===== src/rtl/fsup_pkg.sv =====
package fsup_pkg;

    typedef enum logic [1:0] {
        SEQ_WAIT = 2'd0,
        SEQ_RUN  = 2'd1,
        SEQ_HALT = 2'd2
    } seq_state_t;

    typedef struct packed {
        logic ovp;
        logic ocp;
        logic arc;
        logic ign;
        logic hsw;
    } int_flags_t;

    typedef struct packed {
        logic int_any;
        logic ext_held;
        logic any;
    } fault_view_t;

    function automatic logic any_internal(input int_flags_t f);
        return f.ovp | f.ocp | f.arc | f.ign | f.hsw;
    endfunction

endpackage


===== src/rtl/fsup_fault_merge.sv =====
module fsup_fault_merge
    import fsup_pkg::*;
(
    input  logic        clk_i,
    input  logic        clr_i,
    input  int_flags_t  flags_i,
    input  logic        ext_req_i,
    input  logic        loop_ok_i,
    input  logic        status_low_i,
    output fault_view_t view_o
);

    logic ext_q;
    logic ext_capture;
    logic int_any;

    assign int_any     = any_internal(flags_i);
    assign ext_capture = loop_ok_i & ~status_low_i;

    always_ff @(posedge clk_i) begin
        if (clr_i) begin
            ext_q <= 1'b0;
        end else if (ext_capture) begin
            ext_q <= ext_req_i;
        end
    end

    always_comb begin
        view_o.int_any  = int_any;
        view_o.ext_held = ext_q;
        view_o.any      = int_any | ext_q;
    end

endmodule


===== src/rtl/fsup_cycle_timer.sv =====
module fsup_cycle_timer #(
    parameter int CNT_W       = 4,
    parameter int WARN_CYCLES = 1,
    parameter int HALT_CYCLES = 15
) (
    input  logic             clk_i,
    input  logic             clr_i,
    input  logic             count_en_i,
    input  logic             fault_i,
    input  logic             tick_i,
    output logic             warn_o,
    output logic             hit_o,
    output logic [CNT_W-1:0] count_o
);

    localparam logic [CNT_W-1:0] WARN_AT = CNT_W'(WARN_CYCLES);
    localparam logic [CNT_W-1:0] LAST_AT = CNT_W'(HALT_CYCLES - 1);
    localparam logic [CNT_W-1:0] HALT_AT = CNT_W'(HALT_CYCLES);

    logic [CNT_W-1:0] cnt_q;
    logic             advance;

    assign advance = count_en_i & fault_i & tick_i & (cnt_q != HALT_AT);

    always_ff @(posedge clk_i) begin
        if (clr_i) begin
            cnt_q <= '0;
        end else if (count_en_i) begin
            if (!fault_i) begin
                cnt_q <= '0;
            end else if (advance) begin
                cnt_q <= cnt_q + 1'b1;
            end
        end
    end

    assign warn_o  = (cnt_q >= WARN_AT);
    assign hit_o   = advance & (cnt_q == LAST_AT);
    assign count_o = cnt_q;

endmodule


===== src/rtl/fsup_sequencer.sv =====
module fsup_sequencer
    import fsup_pkg::*;
(
    input  logic       clk_i,
    input  logic       clr_i,
    input  logic       tpin_gnd_i,
    input  logic       hit_i,
    output seq_state_t state_o
);

    seq_state_t state_q;
    seq_state_t state_d;

    always_comb begin
        state_d = state_q;
        unique case (state_q)
            SEQ_WAIT: if (!tpin_gnd_i) state_d = SEQ_RUN;
            SEQ_RUN:  if (hit_i)       state_d = SEQ_HALT;
            SEQ_HALT: state_d = SEQ_HALT;
            default:  state_d = SEQ_WAIT;
        endcase
    end

    always_ff @(posedge clk_i) begin
        if (clr_i) begin
            state_q <= SEQ_WAIT;
        end else begin
            state_q <= state_d;
        end
    end

    assign state_o = state_q;

endmodule


===== src/rtl/fault_supervisor.sv =====
module fault_supervisor
    import fsup_pkg::*;
#(
    parameter int CNT_W       = 4,
    parameter int WARN_CYCLES = 1,
    parameter int HALT_CYCLES = 15
) (
    input  logic clk_i,
    input  logic rst_i,
    input  logic en_i,
    input  logic ovp_i,
    input  logic ocp_i,
    input  logic arc_i,
    input  logic ign_fail_i,
    input  logic hsw_i,
    input  logic ext_req_i,
    input  logic loop_ok_i,
    input  logic tick_i,
    input  logic tpin_gnd_i,
    output logic flt_n_o,
    output logic halt_o,
    output logic run_o,
    output logic dim_ok_o,
    output logic sync_ok_o
);

    logic             clr;
    int_flags_t       flags;
    fault_view_t      view;
    seq_state_t       state;
    logic             warn;
    logic             hit;
    logic             running;
    logic [CNT_W-1:0] count;

    assign clr = rst_i | ~en_i;

    always_comb begin
        flags.ovp = ovp_i;
        flags.ocp = ocp_i;
        flags.arc = arc_i;
        flags.ign = ign_fail_i;
        flags.hsw = hsw_i;
    end

    fsup_fault_merge u_merge (
        .clk_i        (clk_i),
        .clr_i        (clr),
        .flags_i      (flags),
        .ext_req_i    (ext_req_i),
        .loop_ok_i    (loop_ok_i),
        .status_low_i (warn),
        .view_o       (view)
    );

    fsup_cycle_timer #(
        .CNT_W       (CNT_W),
        .WARN_CYCLES (WARN_CYCLES),
        .HALT_CYCLES (HALT_CYCLES)
    ) u_timer (
        .clk_i      (clk_i),
        .clr_i      (clr),
        .count_en_i (running),
        .fault_i    (view.any),
        .tick_i     (tick_i),
        .warn_o     (warn),
        .hit_o      (hit),
        .count_o    (count)
    );

    fsup_sequencer u_seq (
        .clk_i      (clk_i),
        .clr_i      (clr),
        .tpin_gnd_i (tpin_gnd_i),
        .hit_i      (hit),
        .state_o    (state)
    );

    assign running   = (state == SEQ_RUN);
    assign run_o     = running;
    assign halt_o    = (state == SEQ_HALT);
    assign flt_n_o   = ~warn;
    assign dim_ok_o  = running & ~view.int_any;
    assign sync_ok_o = running & ~view.int_any;

endmodule


===== config.mk =====
export PLATFORM = sky130hd
export DESIGN_NAME = fault_supervisor
export DESIGN_NICKNAME = d
export VERILOG_FILES = /design/src/rtl/fsup_pkg.sv /design/src/rtl/fsup_fault_merge.sv /design/src/rtl/fsup_cycle_timer.sv /design/src/rtl/fsup_sequencer.sv /design/src/rtl/fault_supervisor.sv
export SDC_FILE = /design/constraint.sdc
export NUM_CORES = 1
export LEC_CHECK = 0
export ABC_AREA = 1
export CAP_MARGIN = 20
export CELL_PAD_IN_SITES_DETAIL_PLACEMENT = 0
export CELL_PAD_IN_SITES_GLOBAL_PLACEMENT = 1
export CORE_MARGIN = 1.5
export CORE_UTILIZATION = 33
export DETAILED_ROUTE_END_ITERATION = 8
export GPL_TIMING_DRIVEN = 0
export PLACE_DENSITY = 0.85
export SYNTH_ARGS = -nofsm -noshare
export SYNTH_HDL_FRONTEND = slang
export SYNTH_HIERARCHICAL = 1
export SYNTH_SLANG_ARGS = --single-unit

===== constraint.sdc =====
create_clock -name clk_i -period 3.6 [get_ports clk_i]
set_input_delay 1.08 -clock clk_i [delete_from_list [all_inputs] [get_ports clk_i]]
set_output_delay 1.08 -clock clk_i [all_outputs]
set_load 0.02 [all_outputs]

======== Yosys cells after proc, flatten, opt, wreduce, memory -nomap -nowiden ========
Cells that the tools add are included.
storage, ports and cells
  register bits ........................... 7
  input bits .............................. 12
operators by class
  muxes and demuxes ....................... 5
  equal/unequal tests ..................... 7
  reductions and logical operators ........ 3
  add/sub/neg operators ................... 1
  bitwise logic cells ..................... 15
  order comparisons ....................... 1
operators with widths
  operator                                                                number
  4-bit 2-to-1 mux                                                        2
  1-bit bitwise AND                                                       6
  2-bit inequality test (second input constant)                           3
  1-bit bitwise OR                                                        6
  2-bit case mux with 3 select lines                                      1
  4-bit by 1-bit adder with 4-bit output (second input constant)          1
  4-bit == test (second input constant)                                   1
  4-bit by 1-bit >= comparator with 1-bit output (second input constant)  1
  2-bit 2-to-1 mux                                                        2
  4-bit inequality test (second input constant)                           1
  2-bit AND reduction                                                     2
  1-bit inverter                                                          3
  2-bit by 1-bit == test with 1-bit output (second input constant)        1
  2-bit == test (second input constant)                                   1
  2-bit logical NOT                                                       1

======== Depth between registers and ports, before layout ========
  depth in word-level cells ............... 11
  depth in mapped cells ................... 12

======== By module ========
The synthesis kept the hierarchy.
modules (own cells, without submodules)
  module            area an instance (um^2)  cells an instance  times used
  fsup_cycle_timer  306.5                    51                 1
  fsup_sequencer    147.6                    21                 1
  fsup_fault_merge  95.1                     16                 1
  fault_supervisor  42.5                     9                  1

======== Least setup slack after synthesis ========
No wires, ideal clock.
  kind .................................... input to output
  start ................................... input port ign_fail_i
  end ..................................... output port sync_ok_o
  data required time ...................... 2.520 ns
  data arrival time ....................... 1.826 ns
  slack ................................... 0.694 ns
  cell stages on the path ................. 5
  path buffers ............................ 2
  path through ............................ nor2_1 > nand3_1 > buf_4 > nor2_2 > buf_4
on the way
  word-level cells in the longest chain between the ends .. 4
ends and longest elaborated chain
  item                            RTL line                text
  start, declared                 fault_supervisor.sv:14  input logic ign_fail_i,
  1-bit bitwise OR (2 in series)  fsup_pkg.sv:24          return f.ovp | f.ocp | f.arc | f.ign | f.hsw;
  net u_merge.int_any             fsup_fault_merge.sv:15  logic int_any;
  1-bit inverter                  -
  1-bit bitwise AND               -
  end, declared                   fault_supervisor.sv:24  output logic sync_ok_o
The timed path passes the listed nets, and every way through them passes these cells.

======== Final worst setup path ========
  start ................................... input port ign_fail_i
  end ..................................... output port sync_ok_o
on the way
  word-level cells in the longest chain between the ends .. 4
ends and longest elaborated chain
  item                            RTL line                text
  1-bit bitwise OR (2 in series)  fsup_pkg.sv:24
  net u_merge.int_any             fsup_fault_merge.sv:15
  1-bit inverter                  fault_supervisor.sv:84  assign sync_ok_o = running & ~view.int_any;
  1-bit bitwise AND               fault_supervisor.sv:84
The timed path passes the listed nets, and every way through them passes these cells.

==> impl_metrics.env <==
export IMPL_peakVddDrop_mv=0.220
export IMPL_grt_start_max_net_pins=9
export IMPL_drtIter0Drc=8
export IMPL_final_common_cell="inv_1"
export IMPL_max_slew_margin_pct=82.5
export IMPL_cts_tree="done"
export IMPL_postSynthCellCount=96
export IMPL_min_to="u_merge/ext_q$_SDFFE_PP0P_"
export IMPL_cts_path_max_buffers=2
export IMPL_dieArea_mm2=0.00203
export IMPL_slowest_stage="clkdlybuf4s50_1"
export IMPL_critPathMaxStageDelay_ns=0.40
export IMPL_r2r_start="u_seq/state_o[0]$_SDFFE_PP0P_"
export IMPL_antenna_found_initial=0
export IMPL_syn_area_um2=584
export IMPL_hp_class="reg -> reg"
export IMPL_final_nets=136
export IMPL_fillCellCount=193
export IMPL_route_vias_total=577
export IMPL_crit_family="buffers and inverters"
export IMPL_rr_worst_depth=11
export IMPL_io_pin_count=17
export IMPL_critical_path_class="in -> out"
export IMPL_rsz0062_at_grt="false"
export IMPL_cp_num_cells=7
export IMPL_die_y_um=45.1
export IMPL_clock_skew_final_ns=0.00156
export IMPL_via_per_inst=4.34
export IMPL_htree_levels=1
export IMPL_grt_first_pass_wirelength_um=1880
export IMPL_critPathMaxFanout=2
export IMPL_path_buf_inv=4
export IMPL_grt_ovfl_total=0
export IMPL_hold_viol_final=0
export IMPL_yosys_warnings=6
export IMPL_cts_buffers=3
export IMPL_first_global_vias=498
export IMPL_hpwl_um=949
export IMPL_ff2ff_setup_slack_ns=2.13
export IMPL_dp_cells=129
export IMPL_cts_sinks=7
export IMPL_syn_to_final_growth_pct=35.1
export IMPL_setup_violations=0
export IMPL_rows=15
export IMPL_multi_input_area_um2=347
export IMPL_globalplace_congestion=0.787
export IMPL_status="complete, no violations"
export IMPL_hold_depth=2
export IMPL_setup_tns_ns=0
export IMPL_startpoint_type="primary input"
export IMPL_grt_util_all_layers_pct=12.7
export IMPL_final_period_utilization_pct=96.6
export IMPL_syn_avg_cell_area_um2=6.09
export IMPL_fmax_ghz=0.288
export IMPL_drt_pass1_iterations=4
export IMPL_drv_cap=0
export IMPL_placed_cell_area_um2=766
export IMPL_crit_arrival_ns=2.40
export IMPL_start_util_pct=34.6
export IMPL_r2r_end="u_seq/state_o[0]$_SDFFE_PP0P_"
export IMPL_path_common_cell="buf_4"
export IMPL_drc=0
export IMPL_finalInstanceArea_um2=790
export IMPL_endpoint_kind="primary output"
export IMPL_path_clk_slew_ns=0.05
export IMPL_power_density_mw_per_mm2=249
export IMPL_avgRoutedWirePerCell_um=8.61
export IMPL_worstMarginPinSlew_ns=0.262
export IMPL_final_cell_mix="21 x inv_1, 19 x nand2_1, 16 x nor2_1, 14 x clkdlybuf4s50_1, 10 x nand3_1"
export IMPL_cp_cell_sequence="clkdlybuf4s50_1 -> nor2_1 -> nand3_1 -> buf_4 -> nor2_2 -> buf_4 -> dlygate4sd2_1"
export IMPL_period_minus_slack_ns=3.48
export IMPL_cts_root_buffer="clkbuf_4"
export IMPL_core_mm2=0.00169
export IMPL_fin_hold_ws_ns=0.484
export IMPL_die_w_um=45.1
export IMPL_p_leak_nw=0.400
export IMPL_numPortBuffers=16
export IMPL_syn_nets=115
export IMPL_insertedDiodeCount=0
export IMPL_finalMaxSlewViolations=0
export IMPL_layout_drive_gt1_share_pct=10.3
export IMPL_fin_cells=133
export IMPL_wl_um=1150
export IMPL_ant_nets=0
export IMPL_clkLatencyLatePin_ns=0.25
export IMPL_ff_latch_area_um2=140
export IMPL_hp_start="u_merge/ext_q$_SDFFE_PP0P_"
export IMPL_crit_required_ns=2.52
report_power, final:
part | switching, W | leakage [nW] | total (W) | internal (W)
Sequential | 0.00000234 | 0.0568 | 0.0000824 | 0.0000800
Combinational | 0.0000224 | 0.329 | 0.0000461 | 0.0000237
Clock | 0.0000263 | 0.0150 | 0.0000685 | 0.0000421
Total | 0.0000511 | 0.400 | 0.000197 | 0.000146
layer usage:
layer  vias to the layer above  GRT usage, %  routed length (um)
li1                        326             -                   -
met1                       234          14.3                 518
met2                        17          21.7                 527
met3                         0          6.80                  99
met4                         0          1.76                   0
met5                         -             0                   0
worst min-delay path: cells and delay by family, from the launching register on:
family,cells,cell delay (ns)
AO/OA/AOI/OAI,1,0.04
flip-flops,1,0.32
AND/OR/NAND/NOR,1,0.09
worst max-delay path by stage:
stage               startpoint   endpoint  slack (ns)
global route        ign_fail_i  sync_ok_o        0.03
finish              ign_fail_i  sync_ok_o        0.12
CTS                 ign_fail_i  sync_ok_o        0.09
floorplan           ign_fail_i  sync_ok_o        0.69
global placement    ign_fail_i  sync_ok_o       -0.13
detailed placement  ign_fail_i  sync_ok_o       -0.18
area by class of cell:
| type | count | share of cell area [%] |
|---|---|---|
| Multi-Input combinational cell | 65 | 43.9 |
| Clock buffer | 4 | 3.33 |
| Timing Repair Buffer | 16 | 20.0 |
| Inverter | 22 | 10.5 |
| Tap cell | 17 | 2.69 |
| Buffer | 2 | 1.90 |
| Sequential cell | 7 | 17.7 |
state kept, by name (all words and copies together), names as in the netlist:
signal	flops
u_timer/count_o	4
u_seq/state_o	2
u_merge/ext_q	1
metrics by stage:
step / utilization, % / setup WS (ns) / power [W]
2_1_floorplan: - / 0.694 / 0.000110
3_3_place_gp: 45.3 / -0.127 / 0.000130
3_5_place_dp: 45.3 / -0.178 / 0.000130
4_1_cts: 46.7 / 0.0915 / 0.000202
5_1_grt: 46.7 / 0.0262 / 0.000211
6_report: 46.7 / 0.122 / 0.000197
what timing repair did:
item | CTS | global route
setup endpoints to repair | 2 | 0
hold buffers | 0 | 0
resized for setup | 2 | 0
setup buffers | 0 | 0
Note: power is estimated with default switching activity, not from simulation.
